### src/rtl/cfg3w_pkg.sv
// Package: shared widths and destination codes for the serial config loader.
// Assumes: word layout is payload in the upper bits, code in the lowest bits.
package cfg3w_pkg;
    parameter int WORD_W    = 24;
    parameter int SEL_W     = 2;
    parameter int PAYLOAD_W = WORD_W - SEL_W;
    parameter int NUM_DEST  = 1 << SEL_W;
    parameter int REF_DIV_W = 14;
    parameter int FB_A_W    = 6;
    parameter int FB_B_W    = 13;
    parameter int MUX_W     = 3;
    parameter int SYNC_STG  = 2;

    typedef enum logic [SEL_W-1:0] {
        DEST_REF  = 2'b00,
        DEST_FB   = 2'b01,
        DEST_FUNC = 2'b10,
        DEST_INIT = 2'b11
    } dest_e;
endpackage

### src/rtl/cfg3w_sync.sv
// Module: multi-stage synchronizer with rising-edge detect, one lane per bit.
// Assumes: each input stays stable for at least two system clocks.
module cfg3w_sync #(
    parameter int W      = 3,
    parameter int STAGES = 2
) (
    input  logic         clk,
    input  logic         rst_n,
    input  logic [W-1:0] async_i,
    output logic [W-1:0] level_o,
    output logic [W-1:0] rise_o
);
    logic [W-1:0] chain_q [STAGES];
    logic [W-1:0] prev_q;

    // Purpose: move the asynchronous pins through the flop chain.
    always_ff @(posedge clk) begin
        if (!rst_n) begin
            for (int s = 0; s < STAGES; s++) chain_q[s] <= '0;
        end else begin
            chain_q[0] <= async_i;
            for (int s = 1; s < STAGES; s++) chain_q[s] <= chain_q[s-1];
        end
    end

    // Purpose: hold the previous synchronized level for edge detection.
    always_ff @(posedge clk) begin
        if (!rst_n) prev_q <= '0;
        else        prev_q <= chain_q[STAGES-1];
    end

    // Purpose: expose the synchronized level and its rising edges.
    always_comb begin
        level_o = chain_q[STAGES-1];
        rise_o  = chain_q[STAGES-1] & ~prev_q;
    end
endmodule

### src/rtl/cfg3w_shifter.sv
// Module: serial-in shift register, MSB first, one bit per bit-clock edge.
// Assumes: data level is synchronized with the same delay as the clock.
module cfg3w_shifter #(
    parameter int WORD_W = 24
) (
    input  logic              clk,
    input  logic              rst_n,
    input  logic              shift_i,
    input  logic              bit_i,
    output logic [WORD_W-1:0] word_o
);
    logic [WORD_W-1:0] sr_q;

    // Purpose: shift a new bit in at the low end on each detected edge.
    always_ff @(posedge clk) begin
        if (!rst_n)       sr_q <= '0;
        else if (shift_i) sr_q <= {sr_q[WORD_W-2:0], bit_i};
    end

    assign word_o = sr_q;
endmodule

### src/rtl/cfg3w_router.sv
// Module: decodes the code bits on a load and writes the chosen payload register.
// Assumes: load_i is a single-cycle pulse; the init code also rewrites function.
module cfg3w_router
    import cfg3w_pkg::*;
(
    input  logic                 clk,
    input  logic                 rst_n,
    input  logic                 load_i,
    input  logic [WORD_W-1:0]    word_i,
    output logic [PAYLOAD_W-1:0] regs_o [NUM_DEST],
    output logic                 upd_o,
    output logic [SEL_W-1:0]     dest_o,
    output logic                 cnt_rst_o
);
    logic [SEL_W-1:0]     code;
    logic [PAYLOAD_W-1:0] payload;
    logic [NUM_DEST-1:0]  wr_en;

    // Purpose: split the word into code and payload.
    always_comb begin
        code    = word_i[SEL_W-1:0];
        payload = word_i[WORD_W-1:SEL_W];
    end

    genvar d;
    generate
        for (d = 0; d < NUM_DEST; d++) begin : g_dest
            // Purpose: write enable for this destination, init also hits function.
            always_comb begin
                wr_en[d] = load_i && ((code == SEL_W'(d)) ||
                           ((d == int'(DEST_FUNC)) && (code == DEST_INIT)));
            end
            // Purpose: payload register for this destination.
            always_ff @(posedge clk) begin
                if (!rst_n)        regs_o[d] <= '0;
                else if (wr_en[d]) regs_o[d] <= payload;
            end
        end
    endgenerate

    // Purpose: update strobe, destination code and counter-reset pulse.
    always_ff @(posedge clk) begin
        if (!rst_n) begin
            upd_o     <= 1'b0;
            dest_o    <= '0;
            cnt_rst_o <= 1'b0;
        end else begin
            upd_o     <= load_i;
            cnt_rst_o <= load_i && (code == DEST_INIT);
            if (load_i) dest_o <= code;
        end
    end
endmodule

### src/rtl/serial_cfg_router.sv
// Module: top of the three-wire configuration loader.
// Assumes: clk runs at least four times faster than ser_clk_i; pins asynchronous.
module serial_cfg_router
    import cfg3w_pkg::*;
(
    input  logic                 clk,
    input  logic                 rst_n,
    input  logic                 ser_clk_i,
    input  logic                 ser_dat_i,
    input  logic                 ser_le_i,
    output logic [PAYLOAD_W-1:0] ref_word_o,
    output logic [PAYLOAD_W-1:0] fb_word_o,
    output logic [PAYLOAD_W-1:0] func_word_o,
    output logic [PAYLOAD_W-1:0] init_word_o,
    output logic [REF_DIV_W-1:0] ref_div_o,
    output logic [FB_A_W-1:0]    fb_a_o,
    output logic [FB_B_W-1:0]    fb_b_o,
    output logic [MUX_W-1:0]     mux_sel_o,
    output logic                 upd_pulse_o,
    output logic [SEL_W-1:0]     upd_dest_o,
    output logic                 cnt_rst_o
);
    localparam int PIN_CLK = 0;
    localparam int PIN_DAT = 1;
    localparam int PIN_LE  = 2;

    logic [2:0]           pin_lvl, pin_rise;
    logic [WORD_W-1:0]    word;
    logic [PAYLOAD_W-1:0] regs [NUM_DEST];

    cfg3w_sync #(.W(3), .STAGES(SYNC_STG)) u_sync (
        .clk     (clk),
        .rst_n   (rst_n),
        .async_i ({ser_le_i, ser_dat_i, ser_clk_i}),
        .level_o (pin_lvl),
        .rise_o  (pin_rise)
    );

    cfg3w_shifter #(.WORD_W(WORD_W)) u_shift (
        .clk     (clk),
        .rst_n   (rst_n),
        .shift_i (pin_rise[PIN_CLK]),
        .bit_i   (pin_lvl[PIN_DAT]),
        .word_o  (word)
    );

    cfg3w_router u_route (
        .clk       (clk),
        .rst_n     (rst_n),
        .load_i    (pin_rise[PIN_LE]),
        .word_i    (word),
        .regs_o    (regs),
        .upd_o     (upd_pulse_o),
        .dest_o    (upd_dest_o),
        .cnt_rst_o (cnt_rst_o)
    );

    // Purpose: expose registers and the named fields neighbours decode.
    always_comb begin
        ref_word_o  = regs[DEST_REF];
        fb_word_o   = regs[DEST_FB];
        func_word_o = regs[DEST_FUNC];
        init_word_o = regs[DEST_INIT];
        ref_div_o   = ref_word_o[REF_DIV_W-1:0];
        fb_a_o      = fb_word_o[FB_A_W-1:0];
        fb_b_o      = fb_word_o[FB_A_W+FB_B_W-1:FB_A_W];
        mux_sel_o   = func_word_o[MUX_W-1:0];
    end
endmodule

### config.mk
export PLATFORM = sky130hd
export DESIGN_NAME = serial_cfg_router
export DESIGN_NICKNAME = d
export VERILOG_FILES = /design/src/rtl/cfg3w_pkg.sv /design/src/rtl/cfg3w_sync.sv /design/src/rtl/cfg3w_shifter.sv /design/src/rtl/cfg3w_router.sv /design/src/rtl/serial_cfg_router.sv
export SDC_FILE = /design/constraint.sdc
export NUM_CORES = 1
export LEC_CHECK = 0
export ABC_AREA = 1
export CAP_MARGIN = 0
export CORE_MARGIN = 2
export CORE_UTILIZATION = 33
export DETAILED_ROUTE_END_ITERATION = 8
export SLEW_MARGIN = 30
export SYNTH_ARGS = -nofsm -noshare
export SYNTH_HDL_FRONTEND = slang
export SYNTH_SLANG_ARGS = --single-unit
### constraint.sdc
create_clock -name clk -period 1.1 [get_ports clk]
set_input_delay 0.11 -clock clk [delete_from_list [all_inputs] [get_ports clk]]
set_output_delay 0.11 -clock clk [all_outputs]
set_load 0.05 [all_outputs]
==> flow_metrics.tcl <==
set metrics [dict create \
    port-buffer-count 132 \
    total_leakage_power_uw 0.00327 \
    layout.filler_cells 1168 \
    required_ns 1.40 \
    violations "setup timing" \
    antenna_cells 0 \
    footprint_of_the_flip_flops_and_latches_mm2 0.00259 \
    crit-reg2reg-launch "u_sync.chain_q[0][5]$_SDFF_PN0_" \
    grt_pass1_wl_um 22700 \
    hold_violations 0 \
    syn_area_mm2 0.00485 \
    grt_setup_unrepaired "yes" \
    worst-r2r-cell-count 8 \
    post_synth_inst_count 625 \
    horiz_die_dim_um 125 \
    dpl_cell_area_mm2 0.00746 \
    final-setup-viol-count 90 \
    clkLatencyLatePin_ns 0.42 \
    synth.ff_latch_count 124 \
    synth_sequential_area_ratio_pct 51.2 \
    synthesis.area_per_instance_um2 7.75 \
    critical_register_to_register_path_endpoint "u_route.regs_o[67]$_SDFFE_PN0P_" \
    worst-slew-pin-transition_ns 0.323 \
    io_pins 133 \
    grt_usage_pct 18.2 \
    drt-pass1-iter-count 5 \
    place.gp.congestion 0.792 \
    worstHoldStart "rst_n" \
    tritoncts "done" \
    start_kind "flip-flop" \
    grt_antenna_before_repair 0 \
    final_antenna_violating_net_count 0 \
    cts_buffers 17 \
    route.vias.total 4601 \
    synth_cell_types 15 \
    die-area_mm2 0.0157 \
    critPathMaxFanout 9 \
    regToRegSetupSlack_ns -0.14 \
    hold_depth 4 \
    global_route.overflow_total 0 \
    share_of_post_route_cells_with_drive_strength_above_1_pct 39.3 \
    setup_ws_ns -0.136 \
    timing.max_cap.violations 0 \
    slew_headroom_pct 78.4 \
    clk_path_buf_depth 2 \
    fp-row-count 44 \
    wl_per_cell_um 15.8 \
    dp_worst_setup_slack_ns -0.149 \
    detail_route.drc_violations 0 \
    whs_endpoint "u_route.regs_o[64]$_SDFFE_PN0P_" \
    start_util_pct 33.6 \
    timing.critical_path.to_type "flip-flop" \
    period_needed_ns 1.24 \
    drtIter0Drc 345 \
    cts_sinks 124 \
    min_period_over_period_pct 112 \
    clock_tree.root_cell "sky130_fd_sc_hd__clkbuf_16" \
    detail_route.vias_per_cell 4.97 \
    multiInputGateArea_mm2 0.00187 \
    postLayoutCellArea_mm2 0.00857 \
    via_count_of_the_first_global_routing_pass 4354 \
    finalSetupTns_ns -8.23 \
    worstPathArrival_ns 1.54 \
    area.growth.synth_to_final_pct 76.9 \
    cts_hold_repair.buffers 0 \
    clock.fmax_ghz 0.809 \
    timing.final.max_slew_violations 0 \
    clkTransAtPathRegs_ns 0.06 \
    fp.coreArea_mm2 0.0144 \
    outcome "complete, but fails checks" \
    floorplan.die.height_um 125 \
    power_per_cell_area_mw_per_mm2 1350 \
    cts_htree_levels 4 \
    worstSetupPathType "reg -> reg" \
    vdd_ir_drop_max_v 0.00106 \
    synth_warnings 0 \
    fin_worst_skew_ns 0.00937 \
    holdCritPathClass "in -> reg" \
    synth_nets 630 \
    dp_hpwl_um 8930 \
    finish.net_count 733 \
    route.final.wire_length_um 14600 \
    maximum_number_of_pins_on_one_net_before_global_route_repair 77 \
]
critical path, stage by stage (launching register included):
cell                      delay [ns]
sky130_fd_sc_hd__dfxtp_2        0.33
sky130_fd_sc_hd__inv_2          0.05
sky130_fd_sc_hd__nor2_4         0.13
sky130_fd_sc_hd__buf_6          0.16
sky130_fd_sc_hd__buf_12         0.13
sky130_fd_sc_hd__buf_16         0.13
sky130_fd_sc_hd__nand3_1        0.07
sky130_fd_sc_hd__nand2_1        0.07
sky130_fd_sc_hd__nor2_1         0.05
cells by family after synthesis:
kind of cell | Yosys count | synth area share [%]
AND/OR/NAND/NOR | 265 | 23.2
AO/OA/AOI/OAI | 116 | 12.0
buffers and inverters | 120 | 13.6
flip-flops | 124 | 51.2
synthesized netlist by cell type:
cell                       count  area (µm²)
sky130_fd_sc_hd__nand2_1     105         394
sky130_fd_sc_hd__a21oi_1      92         460
sky130_fd_sc_hd__nor2_1       68         255
sky130_fd_sc_hd__buf_6         1        11.3
sky130_fd_sc_hd__o21ai_0      24         120
sky130_fd_sc_hd__clkbuf_1     14        52.6
sky130_fd_sc_hd__nor2_2        2        12.5
sky130_fd_sc_hd__dfxtp_1     124        2480
sky130_fd_sc_hd__inv_2         1        3.75
sky130_fd_sc_hd__buf_4        47         353
sky130_fd_sc_hd__buf_1         2        7.51
sky130_fd_sc_hd__nor2_4        2        22.5
sky130_fd_sc_hd__buf_2        19        95.1
sky130_fd_sc_hd__nand3_1      88         440
sky130_fd_sc_hd__inv_1        36         135
layout by cell type, fill, tap and decap left out, drive strengths merged:
master and instances:
nand3 88, nor2 72, o21ai 24, nand2 105, clkbuf 23, bufinv 2
clkinvlp 4, clkinv 5, dfxtp 124, inv 37, a21oi 92, buf 162
clkdlybuf4s50 3
final cells by class:
cell class / count / share of cell area [%]
inverters: 37 / 1.62
flip-flops and latches: 124 / 30.2
repair buffers: 167 / 37.0
multi-input cells: 381 / 21.8
well taps: 184 / 2.68
clock inverters: 11 / 1.39
clock buffers: 21 / 5.37
report_power, final:
part           internal, µW  switching (µW)
Combinational           597             770
Clock                  3430            2020
Sequential             4590             151
Total                  8620            2940
worst max path at each step:
| stage | start | slack (ns) | depth (start not counted) | end |
|---|---|---|---|---|
| CTS | u_sync.chain_q[0][5]$_SDFF_PN0_ | -0.08 | 8 | u_route.regs_o[0]$_SDFFE_PN0P_ |
| global placement | u_sync.chain_q[0][5]$_SDFF_PN0_ | -0.1 | 6 | u_route.regs_o[75]$_SDFFE_PN0P_ |
| detailed placement | u_sync.chain_q[0][5]$_SDFF_PN0_ | -0.15 | 6 | u_route.regs_o[63]$_SDFFE_PN0P_ |
| floorplan | u_shift.word_o[1]$_SDFFE_PN0P_ | 0.0003 | 7 | u_route.regs_o[10]$_SDFFE_PN0P_ |
| finish | u_sync.chain_q[0][5]$_SDFF_PN0_ | -0.14 | 8 | u_route.regs_o[67]$_SDFFE_PN0P_ |
| global route | u_sync.chain_q[0][5]$_SDFF_PN0_ | -0.21 | 8 | u_route.regs_o[67]$_SDFFE_PN0P_ |
layer usage:
layer,track usage [%],routed length [µm],up-vias
met5,0,0,-
met4,6.34,180,0
met3,5.43,1040,14
met2,27.6,6930,173
met1,24.7,6450,2208
li1,-,-,2206
per-stage QoR:
stage	hold WS (ns)	util [%]	power [µW]	std cells
after floorplan	0.208	-	5510	625
after CTS	0.178	58.2	11600	923
after global routing	0.205	59.4	11900	925
after detailed placement	0.401	51.7	6050	878
after global placement	0.397	51.7	6020	878
final	0.181	59.4	11600	925
registers in the layout, indices dropped and copies added, names as in the netlist:
| name | count |
|---|---|
| u_route.regs_o | 88 |
| u_shift.word_o | 24 |
| u_sync.chain_q | 6 |
| u_route.dest_o | 2 |
| u_sync.prev_q | 2 |
| u_route.cnt_rst_o | 1 |
| u_route.upd_o | 1 |
repair_timing:
| item | in CTS | in global routing |
|---|---|---|
| cloned | 5 | 2 |
| setup endpoints to repair | 165 | 123 |
| pin swaps | 2 | 3 |
| buffers inserted | 8 | 1 |
| gates resized for setup | 70 | 48 |
No activity file was read; power rests on OpenSTA's default activity.
